`config.mk`:
```
export PLATFORM = sky130hd
export DESIGN_NAME = pslv_port
export DESIGN_NICKNAME = d
export VERILOG_FILES = /design/src/rtl/pslv_pkg.sv /design/src/rtl/pslv_sync.sv /design/src/rtl/pslv_edge.sv /design/src/rtl/pslv_addr.sv /design/src/rtl/pslv_regs.sv /design/src/rtl/pslv_port.sv
export SDC_FILE = /design/constraint.sdc
export NUM_CORES = 1
export LEC_CHECK = 0
export BUFFER_PORTS_ARGS = -buffer_cell sky130_fd_sc_hd__buf_2
export CORE_UTILIZATION = 48
export DETAILED_ROUTE_END_ITERATION = 10
export HOLD_SLACK_MARGIN = 0.03
export PLACE_DENSITY = 0.82
export REMOVE_ABC_BUFFERS = 1
export SYNTH_ARGS = -nofsm -noshare
export SYNTH_HDL_FRONTEND = slang
export SYNTH_SLANG_ARGS = --single-unit
```
`constraint.sdc`:
```
create_clock -name clk -period 1.8 [get_ports clk]
set_input_delay 0.09 -clock clk [delete_from_list [all_inputs] [get_ports clk]]
set_output_delay 0.09 -clock clk [all_outputs]
set_load 0.005 [all_outputs]
```
`src/rtl/pslv_pkg.sv`:
```
package pslv_pkg;
  // Status byte bit positions (the master decodes these)
  localparam int unsigned ST_IBF = 0;
  localparam int unsigned ST_OBF = 1;
  localparam int unsigned ST_IRQ = 2;
  localparam int unsigned ST_FLAGS = 3;

  // Register select in force for the current cycle
  function automatic logic pick_sel(input logic mux, input logic latched, input logic ale_lvl);
    return mux ? latched : ale_lvl;
  endfunction

  // Flag update: clear request first, set request wins
  function automatic logic next_flag(input logic cur, input logic set_req, input logic clr_req);
    return set_req | (cur & ~clr_req);
  endfunction
endpackage

```
`src/rtl/pslv_sync.sv`:
```
module pslv_sync #(
  parameter int unsigned N = 4,
  parameter logic [N-1:0] RST = '0
) (
  input  logic         clk,
  input  logic         rst_n,
  input  logic [N-1:0] din,
  output logic [N-1:0] dout
);
  for (genvar i = 0; i < N; i++) begin : g_bit
    logic [1:0] st;
    always_ff @(posedge clk or negedge rst_n) begin
      if (!rst_n) st <= {2{RST[i]}};
      else        st <= {st[0], din[i]};
    end
    assign dout[i] = st[1];
  end
endmodule

```
`src/rtl/pslv_edge.sv`:
```
module pslv_edge #(
  parameter int unsigned N = 2,
  parameter logic [N-1:0] RST = '1
) (
  input  logic         clk,
  input  logic         rst_n,
  input  logic [N-1:0] lvl,
  output logic [N-1:0] rise
);
  logic [N-1:0] prev;
  always_ff @(posedge clk or negedge rst_n) begin
    if (!rst_n) prev <= RST;
    else        prev <= lvl;
  end
  assign rise = lvl & ~prev;
endmodule

```
`src/rtl/pslv_addr.sv`:
```
module pslv_addr import pslv_pkg::*; (
  input  logic clk,
  input  logic rst_n,
  input  logic mux_mode,
  input  logic ale_s,
  input  logic addr_bit,
  output logic sel
);
  logic lat_q;
  always_ff @(posedge clk or negedge rst_n) begin
    if (!rst_n)     lat_q <= 1'b0;
    else if (ale_s) lat_q <= addr_bit;
  end
  assign sel = pick_sel(mux_mode, lat_q, ale_s);
endmodule

```
`src/rtl/pslv_regs.sv`:
```
module pslv_regs import pslv_pkg::*; #(
  parameter int unsigned DW = 8
) (
  input  logic          clk,
  input  logic          rst_n,
  input  logic          wr_din_evt,
  input  logic          wr_cmd_evt,
  input  logic          rd_dout_evt,
  input  logic          rd_stat_evt,
  input  logic [DW-1:0] bus_in,
  input  logic          loc_dout_we,
  input  logic [DW-1:0] loc_dout_wdata,
  input  logic          loc_din_rd,
  input  logic          loc_irq_set,
  output logic [DW-1:0] dout,
  output logic [DW-1:0] din,
  output logic [DW-1:0] cmd,
  output logic [DW-1:0] status,
  output logic          irq
);
  logic ibf, obf;

  always_ff @(posedge clk or negedge rst_n) begin
    if (!rst_n) begin
      dout <= '0;
      din  <= '0;
      cmd  <= '0;
      ibf  <= 1'b0;
      obf  <= 1'b0;
      irq  <= 1'b0;
    end else begin
      if (wr_din_evt)  din  <= bus_in;
      if (wr_cmd_evt)  cmd  <= bus_in;
      if (loc_dout_we) dout <= loc_dout_wdata;
      ibf <= next_flag(ibf, wr_din_evt, loc_din_rd);
      obf <= next_flag(obf, loc_dout_we, rd_dout_evt);
      irq <= next_flag(irq, loc_irq_set, rd_stat_evt);
    end
  end

  always_comb begin
    status         = '0;
    status[ST_IBF] = ibf;
    status[ST_OBF] = obf;
    status[ST_IRQ] = irq;
  end
endmodule

```
`src/rtl/pslv_port.sv`:
```
module pslv_port import pslv_pkg::*; #(
  parameter int unsigned DW       = 8,
  parameter int unsigned ADDR_BIT = 1
) (
  input  logic          clk,
  input  logic          rst_n,
  input  logic          mux_mode,
  input  logic          cs_n,
  input  logic          ale,
  input  logic          rd_n,
  input  logic          wr_n,
  input  logic [DW-1:0] bus_in,
  output logic [DW-1:0] bus_out,
  output logic          bus_oe,
  output logic          irq,
  input  logic          loc_dout_we,
  input  logic [DW-1:0] loc_dout_wdata,
  input  logic          loc_din_rd,
  output logic [DW-1:0] loc_din,
  output logic [DW-1:0] loc_cmd,
  input  logic          loc_irq_set
);
  localparam int unsigned NPIN = 4;
  localparam int unsigned IX_CS = 0, IX_RD = 1, IX_WR = 2, IX_ALE = 3;
  localparam logic [NPIN-1:0] PIN_RST = 4'b0111;

  logic [NPIN-1:0] pin_s;
  logic [1:0]      strb_rise;
  logic [DW-1:0]   dout, status;

  pslv_sync #(.N(NPIN), .RST(PIN_RST)) u_sync (
    .clk(clk), .rst_n(rst_n),
    .din({ale, wr_n, rd_n, cs_n}),
    .dout(pin_s)
  );

  pslv_edge #(.N(2), .RST(2'b11)) u_edge (
    .clk(clk), .rst_n(rst_n),
    .lvl({pin_s[IX_WR], pin_s[IX_RD]}),
    .rise(strb_rise)
  );

  // Named internal events
  wire cs_act = ~pin_s[IX_CS];
  wire ale_s  = pin_s[IX_ALE];
  wire rd_end = cs_act & strb_rise[0];
  wire wr_end = cs_act & strb_rise[1];
  logic sel;

  pslv_addr u_addr (
    .clk(clk), .rst_n(rst_n), .mux_mode(mux_mode),
    .ale_s(ale_s), .addr_bit(bus_in[ADDR_BIT]), .sel(sel)
  );

  wire wr_din_evt  = wr_end & ~sel;
  wire wr_cmd_evt  = wr_end &  sel;
  wire rd_dout_evt = rd_end & ~sel;
  wire rd_stat_evt = rd_end &  sel;

  pslv_regs #(.DW(DW)) u_regs (
    .clk(clk), .rst_n(rst_n),
    .wr_din_evt(wr_din_evt), .wr_cmd_evt(wr_cmd_evt),
    .rd_dout_evt(rd_dout_evt), .rd_stat_evt(rd_stat_evt),
    .bus_in(bus_in),
    .loc_dout_we(loc_dout_we), .loc_dout_wdata(loc_dout_wdata),
    .loc_din_rd(loc_din_rd), .loc_irq_set(loc_irq_set),
    .dout(dout), .din(loc_din), .cmd(loc_cmd), .status(status), .irq(irq)
  );

  assign bus_oe  = cs_act & ~pin_s[IX_RD];
  assign bus_out = bus_oe ? (sel ? status : dout) : '0;
endmodule

```
==> run_results.csv <==
group,metric,value,unit
status,outcome,"finished, violations left",
status,violations,"design-rule violations",
floorplan,rows,19,
route,drc,12,
floorplan,ios,52,
sta,finalHoldViolations,0,
sta,fin_skew,4.06,ps
floorplan,start_util,51.2,%
clocking,cts.sink_count,38,
route,num_vias,997,
power,clock_power_share,23.9,%
setup_path,crit_path_end_kind,"output port",
setup_path,worstPathRequired,1710,ps
power,p_sw,0.467,mW
sta,tightest_slew,811,ps
cells_and_area,area_growth,40.4,%
setup_path,critPathArrivalTime,1500,ps
route,drt_iter0_markers,45,
worst_hold_path,min_path_type,"primary input to flip-flop",
setup_path,cp_max_fo,7,
cells_and_area,antennaDiodeCount,0,
route,via_per_inst,4.99,
cells_and_area,nNetsFinal,194,
clocking,cts_root_buffer,"clkbuf_4",
clocking,clkLatencyLatePin,330,ps
floorplan,fp.dieArea,0.00322,mm²
global_route,track_usage,20.1,%
route,drt_first_pass_iters,7,
power,p_seq_share,56.3,%
clocking,cts_tree,"yes",
synthesis,synth_top_area_cell,"dfrtp_1",
synthesis,ys_seq_elements,38,
clocking,cts_inserted_buffers,5,
power,combinationalPowerShare,19.7,%
global_route,antenna_found_initial,0,
power,switching_share,24.9,%
sta,slew_violations,0,
synthesis,netlist_area,0.00144,mm²
setup_path,crit_type,"flip-flop to output port",
power,power.leakage,0.977,nW
synthesis,seq_area_frac_synth,66.9,%
route,routed_wl,2800,µm
setup_path,crit_path_start,"u_sync.g_bit[3].st[1]",
sta,setup_viol,0,
synthesis,yosys_warnings,0,
clocking,clk_pin_slew_worst_paths,100,ps
place,dp_hpwl,1820,µm
global_route,overflow,0,
synthesis,yosysTopAreaCellShare,52.3,%
clocking,cts_max_level,2,
floorplan,die_y,56.7,µm
floorplan,coreArea,0.00281,mm²
global_route,grt_pass1_wl,4770,µm
global_route,grt_pass1_vias,1098,
synthesis,synth.area.top_cells,"dfrtp_1 52%, mux2_2 20%, dfstp_2 15%, and3_2 2.6%, mux2i_1 2.1%",
sta,min_period,1590,ps
sta,relSlewSlack,45.9,%
sta,finalCritPeriodShare,88.5,%
synthesis,avgSynthCellArea,16.3,µm²
clocking,cts_resized,0,
place,io_buffers,51,
setup_path,start_kind,"flip-flop",
synthesis,postSynthCellCount,88,
synthesis,post_synth_num_cell_types,18,
worst_hold_path,worstHoldStart,"loc_dout_we",
place,gp_congestion,0.728,
clocking,post-cts-setup-buffer-count,0,
route,wl_per_cell,14.0,µm
setup_path,r2r-start,"u_sync.g_bit[3].st[1]",
route,antenna_left,0,
cells_and_area,layout-drive-gt1-share,59.8,%
sta,rsz0062_at_grt,"false",
place,dp.cells,169,
clocking,cts_hold_buf,23,
run,cap_violations,0,
sta,fmax,0.628,GHz
floorplan,die_w,56.7,µm
power,irDropWorstVdd,799,µV
clocking,clock_path_buffers,2,
power,cellInternalPower,1.40,mW
cells_and_area,instances_no_fill,200,
power,p_per_area,928,mW/mm²
sta,setup_tns,0,ps
global_route,grt_max_degree,39,
## power by group through the flow
stage	Sequential, mW	Combinational (mW)	Clock (mW)
after global placement	1.06	0.319	0
after CTS	1.05	0.372	0.462
after floorplan	1.07	0.145	0
after detailed placement	1.07	0.333	0
final	1.05	0.370	0.448
after global routing	1.07	0.402	0.498
## area by class of cell
class / count / area (µm²)
repair buffers: 74 / 485
well taps: 31 / 38.8
clock inverters: 1 / 5.00
clock buffers: 7 / 55.1
inverters: 1 / 3.75
fillers: 187 / 788
multi-input cells: 48 / 468
flip-flops and latches: 38 / 961
## layer usage
layer  share of wire [%]  up-vias  GRT usage [%]
li1                    -      475              -
met1                  42      476           22.5
met2                  50       44           34.4
met3                 8.1        2           8.06
met4                0.61        0           7.50
met5                   0        -              0
## final timing paths
check | endpoint | slack [ps] | cells after the start
hold reg to reg | u_sync.g_bit[0].st[1] | 360 | 0
setup / recovery | bus_out[7] | 210 | 3
hold / removal | u_regs.obf | 100 | 2
setup reg to reg | u_regs.din[0] | 380 | 3
max in group asynchronous | u_regs.din[7] | 920 | 2
min in group asynchronous | u_regs.dout[1] | 370 | 2
## registers in the layout, summed over array words and instances (netlist names)
name / count
u_edge.prev: 2
u_regs.irq: 1
u_regs.obf: 1
u_regs.cmd: 8
u_regs.din: 8
u_regs.dout: 8
u_addr.lat_q: 1
u_sync.g_bit.st: 8
u_regs.ibf: 1
## kinds of logic after synthesis
| group | Yosys count | synth area share, % |
|---|---|---|
| multiplexers | 30 | 23.7 |
| AND/OR/NAND/NOR | 15 | 7.49 |
| flip-flops | 38 | 66.9 |
| AO/OA/AOI/OAI | 3 | 1.39 |
| buffers and inverters | 2 | 0.522 |
## cell usage in the layout (no fill, tap or decap)
cell | Yosys | layout
clkbuf_8 | 0 | 1
mux2_4 | 1 | 1
nor3_1 | 3 | 3
o21ai_0 | 1 | 1
mux2i_1 | 3 | 3
dfrtp_1 | 30 | 30
dlygate4sd3_1 | 0 | 23
nor2_1 | 1 | 1
nand2_2 | 1 | 1
clkbuf_4 | 0 | 5
a21o_1 | 2 | 2
nand2_1 | 2 | 2
nand2_4 | 1 | 1
clkinv_2 | 0 | 1
nor3b_4 | 1 | 1
and3_2 | 5 | 5
buf_2 | 0 | 51
mux2i_2 | 1 | 1
nor3b_1 | 1 | 1
inv_1 | 1 | 1
mux2_2 | 25 | 25
dfstp_2 | 8 | 8
clkbuf_1 | 1 | 1
## worst max-delay path, cell delays in order (launching register included)
cell and delay [ps]:
dfrtp_1 420, mux2i_2 390, and3_2 250, buf_2 110
## metrics by stage
step	setup WS, ps	cell area [µm²]	utilization, %	power [mW]	hold WS (ps)
floorplan	500	1430	-	1.22	-206
global placement	438	1730	61.6	1.38	197
detailed placement	382	1730	61.6	1.40	197
CTS	205	2020	71.9	1.89	93.4
global route	106	2020	71.9	1.97	95.5
finish	208	2020	71.9	1.87	103
## cell usage after synthesis, drive strengths merged
cell type,number
dfrtp,30
mux2,26
a21o,2
nor3b,2
and3,5
mux2i,4
nor2,1
o21ai,1
dfstp,8
inv,1
nand2,4
nor3,3
clkbuf,1
(Power assumes the default switching activity.)
